## config.mk

```make
export PLATFORM = sky130hd
export DESIGN_NAME = ipc_flag_bank
export DESIGN_NICKNAME = d
export VERILOG_FILES = /design/src/rtl/ipc_flag_pkg.sv /design/src/rtl/ipc_rst_sync.sv /design/src/rtl/ipc_port_dec.sv /design/src/rtl/ipc_flag_store.sv /design/src/rtl/ipc_rd_mux.sv /design/src/rtl/ipc_flag_bank.sv
export SDC_FILE = /design/constraint.sdc
export NUM_CORES = 1
export LEC_CHECK = 0
export ABC_AREA = 1
export BUFFER_PORTS_ARGS = -buffer_cell sky130_fd_sc_hd__clkbuf_2
export CAP_MARGIN = 0
export CORE_ASPECT_RATIO = 1.75
export CORE_MARGIN = 4
export CORE_UTILIZATION = 30
export CTS_BUF_LIST = sky130_fd_sc_hd__clkbuf_8
export CTS_CLUSTER_DIAMETER = 150
export DETAILED_ROUTE_END_ITERATION = 8
export GPL_ROUTABILITY_DRIVEN = 1
export PLACE_DENSITY_LB_ADDON = 0.25
export SLEW_MARGIN = 20
export SYNTH_ARGS = -nofsm -noshare
export SYNTH_HDL_FRONTEND = slang
export SYNTH_SLANG_ARGS = --single-unit
```

## constraint.sdc

```tcl
create_clock -name clk -period 1.65 [get_ports clk]
set_input_delay 0 -clock clk [delete_from_list [all_inputs] [get_ports clk]]
set_output_delay 0 -clock clk [all_outputs]
set_load 0.01 [all_outputs]
```

## src/rtl/ipc_flag_pkg.sv

```systemverilog
`timescale 1ns/1ps
package ipc_flag_pkg;
  localparam int unsigned IPC_AW = 5;

  localparam logic [IPC_AW-1:0] OFS_SET  = 5'h00;
  localparam logic [IPC_AW-1:0] OFS_CLR  = 5'h04;
  localparam logic [IPC_AW-1:0] OFS_FLAG = 5'h08;
  localparam logic [IPC_AW-1:0] OFS_STAT = 5'h0C;
  localparam logic [IPC_AW-1:0] OFS_ACK  = 5'h10;

  typedef struct packed {
    logic set_hit;
    logic clr_hit;
    logic ack_hit;
    logic flag_rd;
    logic stat_rd;
  } ipc_dec_t;
endpackage

```

## src/rtl/ipc_rst_sync.sv

```systemverilog
`timescale 1ns/1ps
module ipc_rst_sync (
  input  logic clk,
  input  logic rst_n_i,
  output logic rst_n_o
);
  logic [1:0] sync_q;
  logic [1:0] sync_d;

  always_comb sync_d = {sync_q[0], 1'b1};

  always_ff @(posedge clk or negedge rst_n_i) begin
    if (!rst_n_i) sync_q <= 2'b00;
    else          sync_q <= sync_d;
  end

  assign rst_n_o = sync_q[1];
endmodule

```

## src/rtl/ipc_port_dec.sv

```systemverilog
`timescale 1ns/1ps
module ipc_port_dec
  import ipc_flag_pkg::*;
#(
  parameter bit OWN_SET  = 1'b0,
  parameter bit OWN_CLR  = 1'b0,
  parameter bit OWN_ACK  = 1'b0,
  parameter bit OWN_FLAG = 1'b0,
  parameter bit OWN_STAT = 1'b0
) (
  input  logic [IPC_AW-1:0] addr,
  input  logic              we,
  output ipc_dec_t          dec
);
  logic set_m, clr_m, ack_m, flag_m, stat_m;

  generate
    if (OWN_SET)  begin : g_set  assign set_m  = we && (addr == OFS_SET);  end
    else          begin : g_nset assign set_m  = 1'b0; end
    if (OWN_CLR)  begin : g_clr  assign clr_m  = we && (addr == OFS_CLR);  end
    else          begin : g_nclr assign clr_m  = 1'b0; end
    if (OWN_ACK)  begin : g_ack  assign ack_m  = we && (addr == OFS_ACK);  end
    else          begin : g_nack assign ack_m  = 1'b0; end
    if (OWN_FLAG) begin : g_flg  assign flag_m = (addr == OFS_FLAG); end
    else          begin : g_nflg assign flag_m = 1'b0; end
    if (OWN_STAT) begin : g_sts  assign stat_m = (addr == OFS_STAT); end
    else          begin : g_nsts assign stat_m = 1'b0; end
  endgenerate

  always_comb begin
    dec         = '0;
    dec.set_hit = set_m;
    dec.clr_hit = clr_m;
    dec.ack_hit = ack_m;
    dec.flag_rd = flag_m;
    dec.stat_rd = stat_m;
  end
endmodule

```

## src/rtl/ipc_flag_store.sv

```systemverilog
`timescale 1ns/1ps
module ipc_flag_store #(
  parameter int unsigned NFLAG = 32
) (
  input  logic             clk,
  input  logic             rst_n,
  input  logic [NFLAG-1:0] set_v,
  input  logic [NFLAG-1:0] kill_v,
  output logic [NFLAG-1:0] flag_q
);
  logic [NFLAG-1:0] flag_d;
  logic             upd_en;

  // Per-bit next state: a set overrides a clear/ack aimed at the same bit.
  for (genvar i = 0; i < NFLAG; i++) begin : g_bit
    always_comb begin
      flag_d[i] = flag_q[i];
      if (kill_v[i]) flag_d[i] = 1'b0;
      if (set_v[i])  flag_d[i] = 1'b1;
    end
  end

  assign upd_en = |(set_v | kill_v);

  always_ff @(posedge clk or negedge rst_n) begin
    if (!rst_n)      flag_q <= '0;
    else if (upd_en) flag_q <= flag_d;
  end

  // every bit set in a cycle reads 1 afterwards
  assert_set_sticks_R2: assert property (@(posedge clk) disable iff (!rst_n)
    (|set_v) |=> ((flag_q & $past(set_v)) == $past(set_v)));

  // a clear or ack with no competing set leaves the bit 0
  assert_kill_clears_R3: assert property (@(posedge clk) disable iff (!rst_n)
    (|(kill_v & ~set_v)) |=> ((flag_q & $past(kill_v & ~set_v)) == '0));

  // bits not addressed by any strobe keep their value
  assert_untouched_hold_R2: assert property (@(posedge clk) disable iff (!rst_n)
    1'b1 |=> (((flag_q ^ $past(flag_q)) & ~$past(set_v | kill_v)) == '0));
endmodule

```

## src/rtl/ipc_rd_mux.sv

```systemverilog
`timescale 1ns/1ps
module ipc_rd_mux
  import ipc_flag_pkg::*;
#(
  parameter int unsigned NFLAG = 32
) (
  input  ipc_dec_t         dec,
  input  logic [NFLAG-1:0] flag_q,
  output logic [NFLAG-1:0] rdata
);
  always_comb begin
    rdata = '0;
    if (dec.flag_rd || dec.stat_rd) rdata = flag_q;
  end
endmodule

```

## src/rtl/ipc_flag_bank.sv

```systemverilog
`timescale 1ns/1ps
module ipc_flag_bank
  import ipc_flag_pkg::*;
#(
  parameter int unsigned NFLAG  = 32,
  parameter int unsigned SUM_W  = 4,
  parameter bit          SUM_EN = 1'b1
) (
  input  logic              clk,
  input  logic              rst_n,
  input  logic [IPC_AW-1:0] snd_addr,
  input  logic              snd_we,
  input  logic [NFLAG-1:0]  snd_wdata,
  output logic [NFLAG-1:0]  snd_rdata,
  input  logic [IPC_AW-1:0] rcv_addr,
  input  logic              rcv_we,
  input  logic [NFLAG-1:0]  rcv_wdata,
  output logic [NFLAG-1:0]  rcv_rdata,
  output logic [NFLAG-1:0]  irq,
  output logic              irq_sum
);
  localparam int unsigned SUM_N = (SUM_W > NFLAG) ? NFLAG : SUM_W;

  logic             rst_s_n;
  ipc_dec_t         snd_dec;
  ipc_dec_t         rcv_dec;
  logic [NFLAG-1:0] set_v;
  logic [NFLAG-1:0] kill_v;
  logic [NFLAG-1:0] flag_q;

  ipc_rst_sync u_rst (
    .clk     (clk),
    .rst_n_i (rst_n),
    .rst_n_o (rst_s_n)
  );

  ipc_port_dec #(
    .OWN_SET(1'b1), .OWN_CLR(1'b1), .OWN_ACK(1'b0), .OWN_FLAG(1'b1), .OWN_STAT(1'b0)
  ) u_snd_dec (
    .addr (snd_addr),
    .we   (snd_we),
    .dec  (snd_dec)
  );

  ipc_port_dec #(
    .OWN_SET(1'b0), .OWN_CLR(1'b0), .OWN_ACK(1'b1), .OWN_FLAG(1'b0), .OWN_STAT(1'b1)
  ) u_rcv_dec (
    .addr (rcv_addr),
    .we   (rcv_we),
    .dec  (rcv_dec)
  );

  always_comb begin
    set_v  = snd_dec.set_hit ? snd_wdata : '0;
    kill_v = (snd_dec.clr_hit ? snd_wdata : '0) | (rcv_dec.ack_hit ? rcv_wdata : '0);
  end

  ipc_flag_store #(.NFLAG(NFLAG)) u_store (
    .clk    (clk),
    .rst_n  (rst_s_n),
    .set_v  (set_v),
    .kill_v (kill_v),
    .flag_q (flag_q)
  );

  ipc_rd_mux #(.NFLAG(NFLAG)) u_snd_rd (
    .dec    (snd_dec),
    .flag_q (flag_q),
    .rdata  (snd_rdata)
  );

  ipc_rd_mux #(.NFLAG(NFLAG)) u_rcv_rd (
    .dec    (rcv_dec),
    .flag_q (flag_q),
    .rdata  (rcv_rdata)
  );

  assign irq = flag_q;

  generate
    if (SUM_EN) begin : g_sum
      assign irq_sum = |flag_q[SUM_N-1:0];
    end else begin : g_nosum
      assign irq_sum = 1'b0;
    end
  endgenerate

  // strobe-only offsets never return data on either port
  assert_ack_reads_zero_R6: assert property (@(posedge clk) disable iff (!rst_s_n)
    (rcv_addr == OFS_ACK || snd_addr == OFS_ACK) |->
      ((rcv_addr != OFS_ACK || rcv_rdata == '0) && (snd_addr != OFS_ACK || snd_rdata == '0)));

  // sender flag view and receiver status view agree
  assert_views_match_R7: assert property (@(posedge clk) disable iff (!rst_s_n)
    (snd_addr == OFS_FLAG && rcv_addr == OFS_STAT) |-> (snd_rdata == rcv_rdata));

  // a receiver write to the set offset raises nothing by itself
  assert_foreign_set_R10: assert property (@(posedge clk) disable iff (!rst_s_n)
    (rcv_we && rcv_addr == OFS_SET && !(snd_we && snd_addr == OFS_SET))
      |=> ((irq & ~$past(irq)) == '0));
endmodule

```

# Word level (Yosys, flattened, before mapping)
# Cells that the tools add are included.
[totals]
regBits = 34
latch_bits = 0
ram_bits = 0
romBits = 0
input_bits = 78
output_inout_bits = 97
word_cells = 178
mem_count = 0
[op_classes]
n_addsub = 0
mul = 0
n_div = 0
order_cmp = 0
n_eq_ne = 4
n_shift = 0
n_mux = 69
bitwise = 2
n_reduce_logical = 70
[ops]
columns = ["cell", "n"]
rows = [
  ["2-to-1 mux 32 bit", 5],
  ["2-to-1 mux 1 bit", 64],
  ["bitwise OR 32 bit", 2],
  ["AND reduction 2 bit", 32],
  ["nonzero test 2 bit", 32],
  ["OR reduction 32 bit", 1],
  ["== test 5 x 4 -> 1 bit, second input constant", 2],
  ["== test 5 x 3 -> 1 bit, second input constant", 1],
  ["== test 5 bit, second input constant", 1],
  ["logical NOT 5 bit", 1],
  ["OR reduction 4 bit", 1],
  ["logical AND 1 bit", 3],
]

# Logic depth before layout (Yosys ltp)
# Gate-level depths: netlist of run 1.
[logic_depth]
depth_word = 7
ltp_mapped = 7

# Cells and area by module
# A second synthesis of run 1 with hierarchy kept.
[unflattened]
hier_cells = 505
area_unflattened_um2 = 2805.2
[modules_own_cells]
columns = ["module", "n_inst", "cells_each", "area_each_um2"]
rows = [
  ["ipc_flag_store", 1, 160, 1281.2],
  ["ipc_flag_bank", 1, 172, 713.2],
  ["ipc_rd_mux", 2, 68, 290.3],
  ["ipc_port_dec (u_snd_dec)", 1, 19, 95.1],
  ["ipc_port_dec (u_rcv_dec)", 1, 15, 81.3],
  ["ipc_rst_sync", 1, 3, 53.8],
]

# Least setup slack after synthesis of run 1
# Ideal clock, no wire load.
[synth_path]
path_type = "input-to-reg"
startpoint = "input snd_addr[4]"
endpoint = "register u_store.flag_q[0]"
arrival_ps = 696
path_slack_ps = 889
stages = 6
cell_sequence = "nor2_2 > nand2_2 > nor3_4 > buf_6 > nand2_1 > nand2_1"
[synth_between]
elab_chain_cells = 7
elab_cells_between_ends = 12
cone_classes = "1 x eq/ne; 3 x mux; 2 x bitwise; 6 x reduce/logical"
[synth_rtl]
columns = ["item", "line", "rtl"]
rows = [
  ["from (decl)", "ipc_flag_bank.sv:11", "input logic [IPC_AW-1:0] snd_addr,"],
  ["== test 5 x 3 -> 1 bit", "ipc_port_dec.sv:20", "if (OWN_CLR) begin : g_clr assign clr_m = we && (addr == OFS_CLR); end"],
  ["logical AND 1 bit", "ipc_port_dec.sv:20", ""],
  ["2-to-1 mux 32 bit", "ipc_flag_bank.sv:55", "kill_v = (snd_dec.clr_hit ? snd_wdata : '0) | (rcv_dec.ack_hit ? rcv_wdata : '0);"],
  ["bitwise OR 32 bit", "ipc_flag_bank.sv:55", ""],
  ["bitwise OR 32 bit", "ipc_flag_store.sv:23", "assign upd_en = |(set_v | kill_v);"],
  ["OR reduction 32 bit", "ipc_flag_store.sv:23", ""],
  ["AND reduction 2 bit (no source line)", "--", ""],
  ["to (signal assigned)", "ipc_flag_store.sv:27", "else if (upd_en) flag_q <= flag_d;"],
  ["to (decl)", "ipc_flag_store.sv:9", "output logic [NFLAG-1:0] flag_q"],
]
# Parallel ways exist; a longest one is shown, timed or not.
# A chain may end at the register's enable or synchronous reset.

# Worst setup path after layout of run 1
[layout_path]
startpoint = "input rcv_addr[1]"
endpoint = "output rcv_rdata[16]"
[layout_between]
elab_chain_cells = 2
[layout_rtl]
columns = ["item", "line", "rtl"]
rows = [
  ["from (decl)", "ipc_flag_bank.sv:15", "input logic [IPC_AW-1:0] rcv_addr,"],
  ["== test 5 x 4 -> 1 bit", "ipc_port_dec.sv:26", "if (OWN_STAT) begin : g_sts assign stat_m = (addr == OFS_STAT); end"],
  ["2-to-1 mux 32 bit", "ipc_rd_mux.sv:13", "if (dec.flag_rd || dec.stat_rd) rdata = flag_q;"],
  ["to (decl)", "ipc_flag_bank.sv:18", "output logic [NFLAG-1:0] rcv_rdata,"],
]
# Every way passes these cells.

==> impl_metrics.yaml, run 1 <==
global_routing:
  gr-usage-all-layers_pct: 20.3
  antenna_found_initial: 0
  gr-total-overflow: 0
  grt_pass1_vias: 3016
  grt_max_degree: 33
  grt_first_pass_wirelength_um: 14300
power_and_ir_drop:
  power_density_nw_per_um2: 750
  total_power_mw: 2.66
  vdd_ir_drop_max_uv: 519
  leakagePower_nw: 1.95
detailed_routing:
  wire_per_inst_um: 14.2
  totalWireLength_um: 8750
  drt_first_iter_violations: 143
  vias_per_cell: 4.77
  detail_route.first_pass.iterations: 4
  num_vias: 2945
  drc_errors: 0
  drtAntennaViolNets: 0
worst_hold_path:
  hold_start: "rcv_wdata[17]"
  hold_class: "in2reg"
cells_and_area:
  fin_area_um2: 3550
  n_antenna_cell: 0
  final_common_cell: "clkbuf_2"
  mostFrequentLayoutCells: "174 x clkbuf_2, 94 x nand2_1, 64 x nor2_1, 39 x inv_1, 35 x nand4_1"
  drive_gt1_share_pct: 37.7
  final_cells: 617
  area_delta_synth_final_pct: 63.1
  finalNetCount: 610
logic_synthesis:
  ys_seq_elements: 34
  syn_nets: 407
  synth_top_area_share_pct: 39.1
  yosysSeqAreaShare_pct: 39.1
  synth_cell_types: 16
  yosys_warnings: 0
  syn_avg_cell_area_um2: 6.62
  synth_cells: 329
  synthTopCellsByArea: "dfrtp_1 39%, nand2_1 16%, nor2_1 11%"
  synth_area_um2: 2180
  yosys.area.top_type: "dfrtp_1"
cts:
  clkTransAtPathRegs_ns: 0.07
  cts.path.max_buffers: 2
  clockRootBuffer: "clkbuf_8"
  cts_tree: "yes"
  post_cts_buffers: 0
  clkSinkCount: 34
  h-tree-depth: 2
  clkLatencyLatePin_ns: 0.28
  numCtsBuffers: 5
floorplan:
  start_util_pct: 31.3
  rows: 40
  io_pins: 175
  die_h_um: 121
  die-area_um2: 8740
  fp.dieW_um: 72.4
  core_um2: 6960
critical_path:
  r2r-start: "u_store.flag_q[14]$_DFFE_PN0P_"
  arrival_ns: 1.04
  start_kind: "input port"
  crit_start: "rcv_addr[1]"
  cp.required_ns: 1.65
  crit_fanout: 18
  worstSetupPathType: "in2out"
  end_kind: "output pin"
placement:
  dpl.hpwl_um: 6260
  dp_slack_ns: 0.549
  globalplace.congestion: 0.781
  placed_area_um2: 3120
  portBuffers: 174
  numPlacedInstances: 576
job:
  max-cap-violations: 0
timing:
  setup_viol: 0
  finClkSkew_ns: 0.0108
  final_hold_viol_count: 0
  setup_slack_ns: 0.611
  fin_crit_sh_pct: 63.0
  setup-tns-final_ns: 0
  drv_slew: 0
  rsz0062_at_grt: "false"
  fin_crit_ns: 1.04
  fmax_ghz: 0.963
outcome:
  status: "finished clean"
per-layer routing:
layer | global-route usage [%] | part of all wire [%] | wire [um] | vias to the layer above
met5 | 0 | 0 | 0 | -
met4 | 5.08 | 1.1 | 93 | 0
met3 | 2.91 | 6.0 | 523 | 8
met2 | 39.7 | 56 | 4940 | 117
met1 | 22.0 | 36 | 3190 | 1376
li1 | - | - | - | 1444
registers in the layout, summed over array words and instances (netlist names):
signal and count:
u_store.flag_q 32, u_rst.sync_q 2
worst max-delay path: stages:
cell and delay [ns]:
clkbuf_2 0.11, nor2_2 0.26, nand4_1 0.15, buf_4 0.23, nor2_1 0.12, clkbuf_2 0.15
worst paths after layout:
| kind | endpoint | slack, ns | cells past startpoint |
|---|---|---|---|
| setup / recovery | rcv_rdata[16] | 0.61 | 6 |
| hold / removal | u_store.flag_q[17]$_DFFE_PN0P_ | 0.02 | 4 |
| setup reg to reg | u_store.flag_q[14]$_DFFE_PN0P_ | 0.95 | 2 |
| hold reg to reg | u_store.flag_q[20]$_DFFE_PN0P_ | 0.28 | 1 |
| max in group asynchronous | u_store.flag_q[2]$_DFFE_PN0P_ | 1.05 | 1 |
| min in group asynchronous | u_rst.sync_q[1]$_DFF_PN0_ | 0.04 | 2 |
power breakdown:
group / total, mW / leakage (nW) / switching [mW] / internal, mW
Combinational: 0.802 / 1.45 / 0.451 / 0.351
Clock: 0.733 / 0.0607 / 0.293 / 0.440
Sequential: 1.13 / 0.438 / 0.141 / 0.987
Total: 2.66 / 1.95 / 0.886 / 1.78
what timing repair did:
item,in CTS,in global routing
resized for setup,0,0
hold buffers,33,0
hold endpoints to repair,34,0
setup endpoints to repair,0,0
kinds of logic (layout without fill, tap and decap cells):
logic type | count (synthesis) | in the layout | share of synthesized area (%)
simple gates | 236 | 236 | 48.5
buf+inv | 58 | 262 | 12.2
other cells | 1 | 1 | 0.172
flops | 34 | 34 | 39.1
through the flow:
stage	hold WS, ns	util [%]
finish	0.0244	51.1
detailed placement	-0.213	44.8
floorplan	-0.296	-
CTS	0.0134	51.1
global placement	-0.213	44.8
global route	0.0378	51.1
area by class of cell:
type	instances	area (um^2)
Sequential cell	34	851
Inverter	37	139
Fill cell	731	3400
Clock buffer	5	68.8
Clock inverter	3	37.5
Timing Repair Buffer	217	1290
Multi-Input combinational cell	237	1060
Tap cell	84	105
cell usage after synthesis:
cell type  count
conb_1         1
nor3_4         1
nor2_4         1
buf_2         12
nor2_2         2
nand3_1       32
nor2_1        65
buf_4          3
dfrtp_1       34
buf_6          3
nand2_2        5
nand4_1       35
nand2_1       94
nand3_2        1
clkbuf_1       3
inv_1         37
Note: power is estimated with default switching activity, not from simulation.
==> run 2, diff against run 1 <==
- clock period: 1.65 -> 0.85 ns (I/O delays scaled with it)
==> impl_metrics.yaml, run 2 (synthesis results as in run 1) <==
power_and_ir_drop:
  p_comb_share_pct: 42.9
  switching_share_pct: 33.1
  vdd_ir_drop_max_uv: 765
  total_power_mw: 6.02
  p_seq_share_pct: 36.7
  power.clock.fraction_pct: 20.4
  leakagePower_nw: 2.28
  p_sw_mw: 1.99
  power_density_nw_per_um2: 1430
  p_int_mw: 4.03
critical_path:
  cp.required_ns: 0.85
  crit_fanout: 3
  start_kind: "flip-flop"
  arrival_ns: 1.00
  end_kind: "output pin"
  worstSetupPathType: "reg2out"
cells_and_area:
  n_antenna_cell: 0
  multi_input_area_um2: 1100
  finalNetCount: 656
  area_delta_synth_final_pct: 93.2
  drive_gt1_share_pct: 49.2
  seqCellArea_um2: 852
  max_flop_register: "u_store.flag_q"
  mostFrequentLayoutCells: "94 x nand2_1, 90 x clkbuf_2, 63 x buf_2, 54 x nor2_1, 43 x buf_6"
  final_common_cell: "nand2_1"
  fillCellCount: 637
  largestRegisters: "u_store.flag_q (32), u_rst.sync_q (2)"
  largest_reg_flops: 32
  final_cells: 663
floorplan:
  start_util_pct: 31.3
  die-area_um2: 8740
  die_h_um: 121
  core_um2: 6960
  fp.dieW_um: 72.4
  rows: 40
  io_pins: 175
timing:
  finClkSkew_ns: 0.00449
  rsz0062_at_grt: "true"
  drv_slew: 0
  fin_crit_ns: 0.999
  setup_viol: 94
  fmax_ghz: 1.00
  final_hold_viol_count: 0
  fin_crit_sh_pct: 117
  setup_slack_ns: -0.149
  setup-tns-final_ns: -7.45
  timing.hold.ws_ns: 0.0229
job:
  max-cap-violations: 0
detailed_routing:
  vias_per_cell: 4.71
  detail_route.first_pass.iterations: 4
  num_vias: 3121
  drc_errors: 0
  totalWireLength_um: 9530
  wire_per_inst_um: 14.4
  drt_first_iter_violations: 178
  drtAntennaViolNets: 0
cts:
  clkLatencyLatePin_ns: 0.28
  clkTransAtPathRegs_ns: 0.07
  cts_tree: "yes"
  clkSinkCount: 34
  cts.path.max_buffers: 2
  numCtsBuffers: 5
  h-tree-depth: 2
  clockRootBuffer: "clkbuf_8"
global_routing:
  grt_max_degree: 33
  gr-usage-all-layers_pct: 20.1
  antenna_found_initial: 0
  grt_first_pass_wirelength_um: 14100
  grt_pass1_vias: 2966
  gr-total-overflow: 0
placement:
  portBuffers: 174
  dpl.hpwl_um: 6580
  numPlacedInstances: 582
  globalplace.congestion: 0.780
  dp_slack_ns: -0.170
outcome:
  violations: "setup timing"
  status: "finished, violations left"
worst_hold_path:
  hold_class: "in2reg"
## run 2: cell count changes in the layout (fill, tap and decap cells not counted), sizes merged
cell / change
clkbuf: -83
buf: +130
inv: -1
clkinv: +1
bufinv: -1
## run 2: path summary, 6_finish.rpt
kind	cells after the start	startpoint	slack, ns	end
hold / removal	4	rcv_wdata[13]	0.02	u_store.flag_q[13]$_DFFE_PN0P_
setup reg to reg	4	u_store.flag_q[26]$_DFFE_PN0P_	-0.04	u_store.flag_q[26]$_DFFE_PN0P_
min in group asynchronous	2	rst_n	0.04	u_rst.sync_q[0]$_DFF_PN0_
hold reg to reg	1	u_rst.sync_q[1]$_DFF_PN0_	0.21	u_store.flag_q[27]$_DFFE_PN0P_
max in group asynchronous	1	u_rst.sync_q[1]$_DFF_PN0_	0.40	u_store.flag_q[11]$_DFFE_PN0P_
setup / recovery	3	u_store.flag_q[1]$_DFFE_PN0P_	-0.15	irq_sum
## run 2: what timing repair did
| action | CTS | global route |
|---|---|---|
| resized for setup | 11 | 154 |
| setup buffers | 25 | 14 |
| cloned | 1 | 0 |
| hold buffers | 33 | 0 |
| endpoints found under the setup margin | 69 | 91 |
| pin swaps | 64 | 8 |
| hold endpoints to repair | 34 | 0 |
## run 2: through the flow
step	util (%)	instance area (um^2)
6_report	60.5	4210
3_3_place_gp	46.5	3240
4_1_cts	55.7	3870
3_5_place_dp	46.5	3240
2_1_floorplan	-	2180
5_1_grt	60.5	4210
## run 2: critical path, stage by stage, from the launching register on
cell and delay, ns:
dfrtp_1 0.40, inv_2 0.09, nand4_1 0.09, clkbuf_2 0.14
## run 2: cell type report
class | count | area share (%)
clock inverter | 2 | 0.208
timing repair buffer | 263 | 45.7
tap | 84 | 2.50
multi-input combinational | 237 | 26.1
inverter | 37 | 3.30
clock buffer | 6 | 1.96
sequential | 34 | 20.2
## run 2: routing by layer
layer | GRT usage, % | part of all wire (%) | vias up
met4 | 6.93 | 2.2 | 0
met3 | 3.83 | 6.0 | 14
met5 | 0 | 0 | -
met1 | 22.1 | 36 | 1443
li1 | - | - | 1539
met2 | 37.4 | 56 | 125
## run 2: power by group through the flow
stage | clock network, mW | registers (mW) | logic, mW
floorplan | 0 | 2.31 | 0.572
global placement | 0 | 2.21 | 1.44
detailed placement | 0 | 2.20 | 1.48
CTS | 1.28 | 2.14 | 2.00
global route | 1.35 | 2.24 | 2.81
finish | 1.23 | 2.21 | 2.58
